[src/rtl/rom_scan_pkg.sv]
package rom_scan_pkg;
  localparam logic [15:0] SIG_WORD  = 16'hAAFF;
  localparam logic [15:0] TAG_BOOT  = 16'h4226;
  localparam logic [7:0]  FLAG_BOOT = 8'h04;
  localparam int unsigned HDR_BASE  = 10;
  localparam int unsigned HDR_STEP  = 16;

  typedef enum logic [2:0] {
    ERR_NONE, ERR_BUS, ERR_NOROM, ERR_SIG, ERR_RSV, ERR_NOSEC, ERR_PAD, ERR_RANGE
  } err_e;

  typedef enum logic [3:0] {
    S_IDLE, S_ID, S_SIG, S_FLG, S_CNT, S_SIZE, S_RSV,
    S_TAG, S_PAD, S_OFF, S_LEN, S_MBZ, S_EMIT, S_DONE
  } st_e;
endpackage

[src/rtl/rom_byte_fetch.sv]
module rom_byte_fetch #(
  parameter int ADDR_W = 16,
  parameter int MAXB   = 3,
  localparam int CW    = $clog2(MAXB + 1)
) (
  input  logic              clk_i,
  input  logic              rst_ni,
  input  logic              start_i,
  input  logic [ADDR_W-1:0] addr_i,
  input  logic [CW-1:0]     nbytes_i,
  output logic              done_o,
  output logic              err_o,
  output logic [8*MAXB-1:0] value_o,
  output logic              rd_req_o,
  output logic [ADDR_W-1:0] rd_addr_o,
  input  logic              rd_ack_i,
  input  logic [7:0]        rd_data_i,
  input  logic              rd_err_i
);
  logic              active_q, done_q, err_q;
  logic [ADDR_W-1:0] addr_q;
  logic [CW-1:0]     left_q, idx_q;
  logic [8*MAXB-1:0] val_q;

  always_ff @(posedge clk_i or negedge rst_ni) begin
    if (!rst_ni) begin
      active_q <= 1'b0; done_q <= 1'b0; err_q <= 1'b0;
      addr_q <= '0; left_q <= '0; idx_q <= '0; val_q <= '0;
    end else begin
      done_q <= 1'b0;
      err_q  <= 1'b0;
      if (start_i && !active_q) begin
        active_q <= 1'b1;
        addr_q   <= addr_i;
        left_q   <= nbytes_i;
        idx_q    <= '0;
        val_q    <= '0;
      end else if (active_q) begin
        if (rd_err_i) begin
          active_q <= 1'b0;
          err_q    <= 1'b1;
        end else if (rd_ack_i) begin
          val_q[{idx_q, 3'b000} +: 8] <= rd_data_i;  // little-endian assembly
          idx_q  <= idx_q + 1'b1;
          addr_q <= addr_q + 1'b1;
          left_q <= left_q - 1'b1;
          if (left_q == CW'(1)) begin
            active_q <= 1'b0;
            done_q   <= 1'b1;
          end
        end
      end
    end
  end

  assign rd_req_o  = active_q;
  assign rd_addr_o = addr_q;
  assign done_o    = done_q;
  assign err_o     = err_q;
  assign value_o   = val_q;

  p_req_hold_r1: assert property (@(posedge clk_i) disable iff (!rst_ni)
    (rd_req_o && !rd_ack_i && !rd_err_i) |=> (rd_req_o && $stable(rd_addr_o)))
    else $error("request dropped or address moved before response");
endmodule

[src/rtl/rom_range_chk.sv]
module rom_range_chk #(
  parameter int OFF_W  = 24,
  parameter int LEN_W  = 16,
  parameter int SIZE_W = 16,
  localparam int W     = ((OFF_W > SIZE_W + 8) ? OFF_W : SIZE_W + 8) + 2
) (
  input  logic [OFF_W-1:0]  off_i,
  input  logic [LEN_W-1:0]  len_i,
  input  logic [SIZE_W-1:0] size_i,
  output logic              over_o
);
  logic [W-1:0] end_w, lim_w;
  assign end_w  = W'(off_i) + W'(len_i);
  assign lim_w  = W'({size_i, 8'h00});
  assign over_o = end_w > lim_w;
endmodule

[src/rtl/rom_hdr_scan.sv]
module rom_hdr_scan
  import rom_scan_pkg::*;
#(
  parameter int ADDR_W = 16,
  parameter int CNT_W  = 8
) (
  input  logic              clk_i,
  input  logic              rst_ni,
  input  logic              start_i,
  output logic              rd_req_o,
  output logic [ADDR_W-1:0] rd_addr_o,
  input  logic              rd_ack_i,
  input  logic [7:0]        rd_data_i,
  input  logic              rd_err_i,
  output logic              busy_o,
  output logic              done_o,
  output logic [2:0]        err_code_o,
  output logic [15:0]       card_id_o,
  output logic              boot_flag_o,
  output logic [CNT_W-1:0]  sec_count_o,
  output logic [15:0]       rom_size_o,
  output logic              sec_valid_o,
  output logic [CNT_W-1:0]  sec_idx_o,
  output logic [15:0]       sec_tag_o,
  output logic [23:0]       sec_off_o,
  output logic [15:0]       sec_len_o,
  output logic              sec_boot_o,
  output logic              boot_found_o,
  output logic [23:0]       boot_off_o,
  output logic [15:0]       boot_len_o,
  output logic              no_boot_o
);
  localparam int MAXB = 3;
  localparam int NW   = $clog2(MAXB + 1);

  st_e               state_q;
  err_e              err_q;
  logic              pend_q, done_q, flag_q, sec_valid_q, sec_boot_q, boot_found_q;
  logic [ADDR_W-1:0] base_q, f_addr;
  logic [CNT_W-1:0]  cnt_q, left_q, idx_q, sec_idx_q;
  logic [1:0]        pad_q;
  logic [15:0]       id_q, size_q, tag_q, len_q, sec_tag_q, sec_len_q, boot_len_q;
  logic [23:0]       off_q, sec_off_q, boot_off_q;
  logic [NW-1:0]     f_n;
  logic              is_fetch, f_start, f_done, f_err, over;
  logic [8*MAXB-1:0] f_val;
  logic [15:0]       w;
  logic [7:0]        b;
  logic              busy;

  assign busy = (state_q != S_IDLE) && (state_q != S_DONE);
  assign w    = f_val[15:0];
  assign b    = f_val[7:0];

  always_comb begin
    is_fetch = 1'b1;
    f_addr   = '0;
    f_n      = NW'(2);
    case (state_q)
      S_ID:   f_addr = ADDR_W'(0);
      S_SIG:  f_addr = ADDR_W'(2);
      S_FLG:  begin f_addr = ADDR_W'(4); f_n = NW'(1); end
      S_CNT:  begin f_addr = ADDR_W'(5); f_n = NW'(1); end
      S_SIZE: f_addr = ADDR_W'(6);
      S_RSV:  f_addr = ADDR_W'(8);
      S_TAG:  f_addr = base_q;
      S_PAD:  f_addr = base_q + ADDR_W'(2) + ADDR_W'({pad_q, 1'b0});
      S_OFF:  begin f_addr = base_q + ADDR_W'(10); f_n = NW'(3); end
      S_LEN:  f_addr = base_q + ADDR_W'(13);
      S_MBZ:  begin f_addr = base_q + ADDR_W'(15); f_n = NW'(1); end
      default: is_fetch = 1'b0;
    endcase
  end
  assign f_start = is_fetch && !pend_q;

  rom_byte_fetch #(.ADDR_W(ADDR_W), .MAXB(MAXB)) u_fetch (
    .clk_i, .rst_ni,
    .start_i(f_start), .addr_i(f_addr), .nbytes_i(f_n),
    .done_o(f_done), .err_o(f_err), .value_o(f_val),
    .rd_req_o, .rd_addr_o, .rd_ack_i, .rd_data_i, .rd_err_i
  );

  rom_range_chk #(.OFF_W(24), .LEN_W(16), .SIZE_W(16)) u_range (
    .off_i(off_q), .len_i(len_q), .size_i(size_q), .over_o(over)
  );

  always_ff @(posedge clk_i or negedge rst_ni) begin
    if (!rst_ni) begin
      state_q <= S_IDLE; err_q <= ERR_NONE; pend_q <= 1'b0; done_q <= 1'b0;
      flag_q <= 1'b0; sec_valid_q <= 1'b0; sec_boot_q <= 1'b0; boot_found_q <= 1'b0;
      base_q <= '0; cnt_q <= '0; left_q <= '0; idx_q <= '0; sec_idx_q <= '0; pad_q <= '0;
      id_q <= '0; size_q <= '0; tag_q <= '0; len_q <= '0; off_q <= '0;
      sec_tag_q <= '0; sec_len_q <= '0; sec_off_q <= '0; boot_off_q <= '0; boot_len_q <= '0;
    end else begin
      sec_valid_q <= 1'b0;
      if (start_i && !busy) begin
        state_q <= S_ID; err_q <= ERR_NONE; pend_q <= 1'b0; done_q <= 1'b0;
        flag_q <= 1'b0; boot_found_q <= 1'b0; boot_off_q <= '0; boot_len_q <= '0;
        id_q <= '0; size_q <= '0; cnt_q <= '0; idx_q <= '0;
        base_q <= ADDR_W'(HDR_BASE);
      end else if (is_fetch) begin
        if (!pend_q) begin
          pend_q <= 1'b1;
        end else if (f_err) begin
          pend_q <= 1'b0; state_q <= S_DONE; done_q <= 1'b1; err_q <= ERR_BUS;
        end else if (f_done) begin
          pend_q <= 1'b0;
          case (state_q)
            S_ID: begin
              id_q <= w;
              if (w[15:8] == w[7:0]) begin
                state_q <= S_DONE; done_q <= 1'b1; err_q <= ERR_NOROM;
              end else state_q <= S_SIG;
            end
            S_SIG:
              if (w != SIG_WORD) begin
                state_q <= S_DONE; done_q <= 1'b1; err_q <= ERR_SIG;
              end else state_q <= S_FLG;
            S_FLG: begin
              flag_q  <= (b == FLAG_BOOT);
              state_q <= S_CNT;
            end
            S_CNT: begin
              cnt_q  <= CNT_W'(b);
              left_q <= CNT_W'(b);
              if (b == 8'h00) begin
                state_q <= S_DONE; done_q <= 1'b1; err_q <= ERR_NOSEC;
              end else state_q <= S_SIZE;
            end
            S_SIZE: begin
              size_q  <= w;
              state_q <= S_RSV;
            end
            S_RSV:
              if (w != 16'h0) begin
                state_q <= S_DONE; done_q <= 1'b1; err_q <= ERR_RSV;
              end else state_q <= S_TAG;
            S_TAG: begin
              tag_q   <= w;
              pad_q   <= '0;
              state_q <= S_PAD;
            end
            S_PAD:
              if (w != 16'h0) begin
                state_q <= S_DONE; done_q <= 1'b1; err_q <= ERR_PAD;
              end else if (pad_q == 2'd3) state_q <= S_OFF;
              else pad_q <= pad_q + 1'b1;
            S_OFF: begin
              off_q   <= f_val[23:0];
              state_q <= S_LEN;
            end
            S_LEN: begin
              len_q   <= w;
              state_q <= S_MBZ;
            end
            S_MBZ:
              if (b != 8'h00) begin
                state_q <= S_DONE; done_q <= 1'b1; err_q <= ERR_PAD;
              end else state_q <= S_EMIT;
            default: state_q <= S_DONE;
          endcase
        end
      end else if (state_q == S_EMIT) begin
        if (over) begin
          state_q <= S_DONE; done_q <= 1'b1; err_q <= ERR_RANGE;
        end else begin
          sec_valid_q <= 1'b1;
          sec_idx_q   <= idx_q;
          sec_tag_q   <= tag_q;
          sec_off_q   <= off_q;
          sec_len_q   <= len_q;
          sec_boot_q  <= (tag_q == TAG_BOOT);
          if ((tag_q == TAG_BOOT) && !boot_found_q) begin
            boot_found_q <= 1'b1;
            boot_off_q   <= off_q;
            boot_len_q   <= len_q;
          end
          idx_q  <= idx_q + 1'b1;
          base_q <= base_q + ADDR_W'(HDR_STEP);
          left_q <= left_q - 1'b1;
          if (left_q == CNT_W'(1)) begin
            state_q <= S_DONE; done_q <= 1'b1; err_q <= ERR_NONE;
          end else state_q <= S_TAG;
        end
      end
    end
  end

  assign busy_o       = busy;
  assign done_o       = done_q;
  assign err_code_o   = err_q;
  assign card_id_o    = id_q;
  assign boot_flag_o  = flag_q;
  assign sec_count_o  = cnt_q;
  assign rom_size_o   = size_q;
  assign sec_valid_o  = sec_valid_q;
  assign sec_idx_o    = sec_idx_q;
  assign sec_tag_o    = sec_tag_q;
  assign sec_off_o    = sec_off_q;
  assign sec_len_o    = sec_len_q;
  assign sec_boot_o   = sec_boot_q;
  assign boot_found_o = boot_found_q;
  assign boot_off_o   = boot_off_q;
  assign boot_len_o   = boot_len_q;
  assign no_boot_o    = done_q && (err_q == ERR_NONE) && !boot_found_q;

  p_abort_bus_r10: assert property (@(posedge clk_i) disable iff (!rst_ni)
    f_err |=> (done_q && err_q == ERR_BUS))
    else $error("bus error did not end the scan");

  p_norom_id_r2: assert property (@(posedge clk_i) disable iff (!rst_ni)
    (done_q && err_q == ERR_NOROM) |-> (id_q[15:8] == id_q[7:0]))
    else $error("no-ROM reported for an ID with distinct bytes");

  p_sec_fit_r9: assert property (@(posedge clk_i) disable iff (!rst_ni)
    sec_valid_q |-> ((25'(sec_off_q) + 25'(sec_len_q)) <= {1'b0, size_q, 8'h00}))
    else $error("reported section overruns the ROM");

  p_boot_first_r11: assert property (@(posedge clk_i) disable iff (!rst_ni)
    $rose(boot_found_q) |-> (sec_valid_q && sec_boot_q && boot_off_q == sec_off_q))
    else $error("boot latch not tied to a boot section report");

  p_done_idle_r12: assert property (@(posedge clk_i) disable iff (!rst_ni)
    done_q |-> (!busy && !rd_req_o))
    else $error("done while still scanning");
endmodule

[config.mk]
export PLATFORM = sky130hd
export DESIGN_NAME = rom_hdr_scan
export DESIGN_NICKNAME = d
export VERILOG_FILES = /design/src/rtl/rom_scan_pkg.sv /design/src/rtl/rom_byte_fetch.sv /design/src/rtl/rom_range_chk.sv /design/src/rtl/rom_hdr_scan.sv
export SDC_FILE = /design/constraint.sdc
export NUM_CORES = 1
export LEC_CHECK = 0
export ABC_AREA = 0
export BUFFER_PORTS_ARGS = -buffer_cell sky130_fd_sc_hd__buf_2
export CAP_MARGIN = 20
export CORE_MARGIN = 2
export CORE_UTILIZATION = 59
export CTS_CLUSTER_SIZE = 10
export DETAILED_ROUTE_END_ITERATION = 8
export PLACE_DENSITY_LB_ADDON = 0.2
export SLEW_MARGIN = 20
export SYNTH_ARGS = -nofsm -noshare
export SYNTH_HDL_FRONTEND = slang
export SYNTH_SLANG_ARGS = --single-unit
[constraint.sdc]
create_clock -name clk_i -period 5.17 [get_ports clk_i]
set_input_delay 1.551 -clock clk_i [delete_from_list [all_inputs] [get_ports clk_i]]
set_output_delay 1.551 -clock clk_i [all_outputs]
set_load 0.02 [all_outputs]
# ---- After elaboration in Yosys (flattened, before gate mapping)
# Index checks and enable logic that the tools add are counted.
dict set report totals {
  reg_bits 294
  in_bits 13
  out_inout_bits 171
  elab_cells 285
}
dict set report classes {
  n_addsub 14
  magnitude_cmp 1
  eq_ne 43
  shift 2
  muxes 140
  bitwise 4
  n_reduce_logical 50
}
# op count
set ops {}
lappend ops {{$mux 16} 25}
lappend ops {{$mux 24} 9}
lappend ops {{$pmux 16 s10} 1}
lappend ops {{$mux 8} 13}
lappend ops {{$mux 4} 14}
lappend ops {{$add 16x4->16 const B} 3}
lappend ops {{$mux 1} 48}
lappend ops {{$pmux 4 s11} 1}
lappend ops {{$mux 3} 14}
lappend ops {{$ne 5x4->1 const B} 6}
lappend ops {{$gt 26x24->1} 1}
lappend ops {{$reduce_bool 2->1} 13}
lappend ops {{$add 24x16->25} 1}
lappend ops {{$bwmux 24} 1}
lappend ops {{$shift 8x7->24 const A} 1}
lappend ops {{$shiftx 8x7->24} 1}
lappend ops {{$eq 4x4->1 const B} 5}
lappend ops {{$mux 2} 10}
lappend ops {{$reduce_and 5->1} 4}
lappend ops {{$pmux 3 s6} 1}
lappend ops {{$reduce_and 6->1} 3}
lappend ops {{$add 16x1->16 const B} 1}
lappend ops {{$add 16x2->16 const B} 1}
lappend ops {{$add 16x3->16} 1}
lappend ops {{45 further kinds} 76}

# ---- Longest topological paths before layout
dict set report logic_depth {
  ltp_word 9
  mapped_depth 23
  ltp_nobuf 20
}

# ---- By module
# Synthesis repeated with hierarchy kept, for this count alone.
dict set report unflattened {
  hier_cells 1610
  hier_area_um2 14955.6
}
# module instances cells_each area_each_um2 seq_area_each_um2
set by_module_without_submodules {}
lappend by_module_without_submodules {rom_hdr_scan 1 1205 11348.4 6105.9}
lappend by_module_without_submodules {rom_byte_fetch 1 223 2220.9 1176.1}
lappend by_module_without_submodules {rom_range_chk 1 182 1386.3 0.0}

# ---- Worst setup path before layout
# OpenSTA, ideal clock, no wires.
dict set report synth_timing {
  path_type {reg2reg}
  start {reg len_q[1]}
  end {reg err_q[0] (netlist: err_code_o[0])}
  setup_time_ns 0.125
  arrival_time_ns 4.463
  required_ns 5.045
  setup_slack_ns 0.582
  path_stages_with_launch 20
  path_buffers 1
  period_less_slack_ns 4.588
  cell_sequence {dfrtp_1 -> ha_1 -> a211oi_1 -> nor3b_1 -> a41oi_1 -> o21ai_0 -> a311oi_1 -> o21ai_0 -> o211ai_1 -> xnor2_1 -> ha_1 -> nand4_1 -> a211oi_1 -> a2111o_1 -> a221oi_1 -> a31o_2 -> buf_2 -> nand2_1 -> o21a_1 -> mux2_2}
}
dict set report synth_between {
  elab_chain_len 6
  word_cells_on_any_way 8
  cone_classes {1 x add/sub; 1 x order compare; 4 x mux; 2 x reduce/logical}
}
# item line_no
set synth_rtl {}
lappend synth_rtl {{start: declaration} rom_hdr_scan.sv:42} ;# logic [15:0] id_q, size_q, tag_q, len_q, sec_tag_q, sec_len_q, boot_len_q;
lappend synth_rtl {{start signal: assignment} rom_hdr_scan.sv:153} ;# len_q <= w;
lappend synth_rtl {{$add 24x16->25 (*)} rom_range_chk.sv:13} ;# assign end_w = W'(off_i) + W'(len_i);
lappend synth_rtl {{$gt 26x24->1 (*)} rom_range_chk.sv:15} ;# assign over_o = end_w > lim_w;
lappend synth_rtl {{$mux 3} rom_hdr_scan.sv:164} ;# if (over) begin
lappend synth_rtl {{$mux 3} rom_hdr_scan.sv:163} ;# end else if (state_q == S_EMIT) begin
lappend synth_rtl {{$mux 3} rom_hdr_scan.sv:101} ;# end else if (is_fetch) begin
lappend synth_rtl {{$mux 3} rom_hdr_scan.sv:96} ;# if (start_i && !busy) begin
lappend synth_rtl {{end signal: assignment} rom_hdr_scan.sv:97} ;# state_q <= S_ID; err_q <= ERR_NONE; pend_q <= 1'b0; done_q <= 1'b0;
lappend synth_rtl {{end signal: assignment} rom_hdr_scan.sv:105} ;# pend_q <= 1'b0; state_q <= S_DONE; done_q <= 1'b1; err_q <= ERR_BUS;
lappend synth_rtl {{end signal: assignment} rom_hdr_scan.sv:165} ;# state_q <= S_DONE; done_q <= 1'b1; err_q <= ERR_RANGE;
lappend synth_rtl {{end: declaration} rom_hdr_scan.sv:37} ;# err_e err_q;
# Every way passes the cells marked *; elsewhere a longest branch is shown, timed or not. The select of a mux whose other input is x is not followed.
# A chain may end at the register's enable or synchronous reset.

# ---- Final worst setup path
dict set report layout_timing {
  start {reg off_q[0]}
  end {reg boot_off_q[23] (netlist: boot_off_o[23])}
}
dict set report layout_between {
  elab_chain_len 4
}
# item line_no
set layout_rtl {}
lappend layout_rtl {{start: declaration} rom_hdr_scan.sv:43} ;# logic [23:0] off_q, sec_off_q, boot_off_q;
lappend layout_rtl {{start signal: assignment} rom_hdr_scan.sv:149} ;# off_q <= f_val[23:0];
lappend layout_rtl {{$add 24x16->25} rom_range_chk.sv:13}
lappend layout_rtl {{$gt 26x24->1} rom_range_chk.sv:15}
lappend layout_rtl {{$ne 2x1->1 (no source line)} --}
lappend layout_rtl {{$reduce_and 4->1 (no source line)} --}
lappend layout_rtl {{end signal: assignment} rom_hdr_scan.sv:175} ;# boot_off_q <= off_q;
lappend layout_rtl {{end: declaration} rom_hdr_scan.sv:43}
# No other way between the ends.

==> impl_metrics.py <==
metrics = {
    "routing": {
        "wire_per_inst_um": 19.8,
        "via_per_inst": 6.08,
        "first_pass_iters": 6,
        "route.detailed.drc": 0,
        "antenna_left": 0,
        "routed_wl_mm": 40.6,
        "drtIter0Drc": 1229,
        "vias": 12464,
    },
    "synth": {
        "syn_inst": 1558,
        "synthXorXnorAreaFrac_pct": 2.81,
        "synth-compound-area-share_pct": 13.7,
        "yosys.area_share.simple_pct": 18.8,
        "synth_top_family_by_area": "simple AND/OR/NAND/NOR gates",
        "yosysSeqAreaShare_pct": 49.7,
        "synthTopCellsByCount": "nand2_1, dfrtp_1, o21ai_0",
        "synth_top_cell_by_area": "dfrtp_1",
        "syn-cell-area_um2": 14600,
        "async_flop_share_pct": 100,
        "synthMostInstantiatedCell": "nand2_1",
        "synth-main-ff-cell": "dfrtp_1",
        "syn-num-nets": 1621,
        "synth_mux_area_share_pct": 7.26,
        "synth.top_cell.area_share_pct": 49.7,
        "synth_area_per_cell_um2": 9.40,
        "post_synth_num_cell_types": 72,
        "synth_edf_count": 0,
        "synth-adder-area-share_pct": 4.33,
        "ys_warn_count": 0,
        "synth_seq_cells": 291,
        "synth_area_leaders": "dfrtp_1, nand2_1, mux2_2",
    },
    "die": {
        "dieArea_um2": 26100,
        "initial_utilization_pct": 60.2,
        "rows": 57,
        "coreArea_um2": 24300,
        "ioPinCount": 184,
        "die_y_um": 162,
        "die_w_um": 162,
    },
    "final_layout": {
        "layout-drive-gt1-share_pct": 21.5,
        "num-fill-cells": 1860,
        "design_area_um2": 17000,
        "diodes": 0,
        "final_cells": 2050,
        "layout.nets": 1782,
        "fin_util_pct": 69.7,
        "area_delta_synth_final_pct": 15.8,
    },
    "timing": {
        "finalHoldViolCount": 0,
        "finalSetupViolations": 0,
        "max_slew_margin_pct": 38.5,
        "fin_crit_sh_pct": 96.6,
        "tightest_slew_ns": 0.923,
        "clock_skew_ns": 0.0107,
        "min_period_ns": 5.00,
        "clock.fmax_ghz": 0.200,
        "slew_viol_final": 0,
    },
    "worst_hold_path": {
        "hold_end": "sec_tag_o[10]",
        "hold-path-cell-count": 2,
        "hold_class": "flop to flop",
        "hold_start": "sec_tag_o[10]",
    },
    "grt": {
        "grt_overflow": 0,
        "grt_max_degree": 109,
        "grt_pass1_vias": 11956,
        "antenna_found_initial": 0,
        "grtUsageTotal_pct": 31.2,
        "grt_pass1_wl_mm": 64.6,
    },
    "pwr": {
        "ir_worst_vdd_v": 0.000387,
        "leakagePower_nw": 8.66,
        "power.total_mw": 8.11,
        "pwr_density_cell_nw_per_um2": 478,
    },
    "setup_path": {
        "reg2reg_slack_ns": 0.17,
        "crit_fanout": 40,
        "crit_type": "flop to flop",
        "cp-start-kind": "flop",
        "rr_startpoint": "off_q[0]",
        "r2r-end": "boot_off_o[23]",
        "crit_arrival_ns": 5.42,
        "cp-end-kind": "flop",
        "required_ns": 5.59,
        "reg2regPathDepth": 19,
    },
    "clock_network": {
        "cts_made_buffers": 35,
        "cts_sinks": 291,
        "cts_max_path_buffers": 3,
        "cts_tree": "built",
        "clkTransAtPathRegs_ns": 0.05,
        "htree_levels": 2,
        "worstSkewPairLatency_ns": 0.51,
        "cts_root_buf": "clkbuf_16",
    },
    "placement": {
        "dpl-instance-area_um2": 15900,
        "dp.cells": 2003,
        "dp_hpwl_mm": 27.3,
        "numPortBuffers": 183,
        "gp_congestion": 0.934,
    },
    "job": {
        "maxCapViolations": 0,
    },
    "run_status": {
        "outcome": "complete, no violations",
    },
}
logic make-up after synthesis:
family,Yosys count
compound gates,322
xor+xnor,47
fa+ha+maj,50
buf+inv,124
flops,291
mux,95
simple gates,629
cells in the final DEF (no fill, tap or decap), types with 15 or more instances in the layout:
cell,Yosys,routed
inv_1,35,35
xor2_1,20,20
nand4_1,22,22
mux2_2,89,89
dfrtp_1,291,291
nand2_1,384,383
o21ai_0,118,117
a22o_1,18,18
ha_1,49,49
nor2_1,91,90
a21oi_1,73,73
buf_2,18,182
xnor2_1,27,27
nand3_1,36,36
buf_4,2,20
and2_1,15,15
clkbuf_16,0,37
repair_timing:
item	CTS	global route
gates resized for setup	0	16
endpoints found under the setup margin	0	139
setup buffers	0	1
hold buffers	0	0
layer usage:
layer  global-route usage (%)  share of wire [%]  vias up
li1                         -                  -     5712
met1                     44.2                 43     6112
met2                     48.9                 47      548
met3                     4.67                6.8       92
met4                     12.4                3.3        0
met5                        0                  0        -
report_power, final:
part	internal (mW)	switching, mW
sequential	2.70	0.545
combinational	0.956	1.74
clock	1.29	0.888
metrics by stage:
stage	setup WS [ns]	hold slack [ns]	setup TNS, ns
floorplan	0.582	0.449	0
global placement	0.184	0.454	0
detailed placement	0.118	0.457	0
CTS	0.0581	0.470	0
global route	-0.0174	0.492	-0.0555
finish	0.174	0.466	0
how the worst max path moves through the flow:
| stage | startpoint | endpoint | slack (ns) | cells past startpoint |
|---|---|---|---|---|
| 2_1_floorplan | len_q[1] | err_code_o[0] | 0.58 | 19 |
| 3_3_place_gp | off_q[0] | idx_q[3] | 0.18 | 18 |
| 3_5_place_dp | len_q[0] | idx_q[3] | 0.12 | 18 |
| 4_1_cts | len_q[1] | idx_q[3] | 0.06 | 19 |
| 5_1_grt | off_q[0] | idx_q[3] | -0.02 | 18 |
| 6_report | off_q[0] | boot_off_o[23] | 0.17 | 19 |
state kept, by name (all words and copies together) (netlist names), 3 cells and up:
name               cells
u_fetch.value_o       24
sec_len_o             16
boot_len_o            16
left_q                 8
idx_q                  8
sec_count_o            8
state_q                4
len_q                 16
tag_q                 16
base_q                13
boot_off_o            24
sec_off_o             24
rom_size_o            16
card_id_o             16
sec_tag_o             16
u_fetch.rd_addr_o     16
sec_idx_o              8
err_code_o             3
off_q                 24
area by class of cell:
class	count	area, um^2	area share, %
Multi-Input combinational cell	1143	6930	40.9
Timing Repair Buffer	211	1220	7.19
Inverter	37	141	0.834
Sequential cell	291	7280	42.9
Clock buffer	42	953	5.62
Tap cell	324	405	2.39
Clock inverter	2	25.0	0.148
worst max-delay path, stage by stage (launching register included):
cell,delay [ns]
dfrtp_1,0.45
ha_1,0.25
fa_1,0.45
a211oi_2,0.26
o21bai_1,0.12
o21a_1,0.23
a2111o_1,0.51
o21a_1,0.16
xor2_1,0.19
ha_1,0.29
nand4_1,0.16
a211oi_1,0.07
a2111o_1,0.39
a221oi_2,0.32
a31oi_2,0.13
nor4_4,0.32
buf_4,0.21
buf_12,0.21
nand2_1,0.09
o21ai_0,0.09
(Power assumes the default switching activity.)
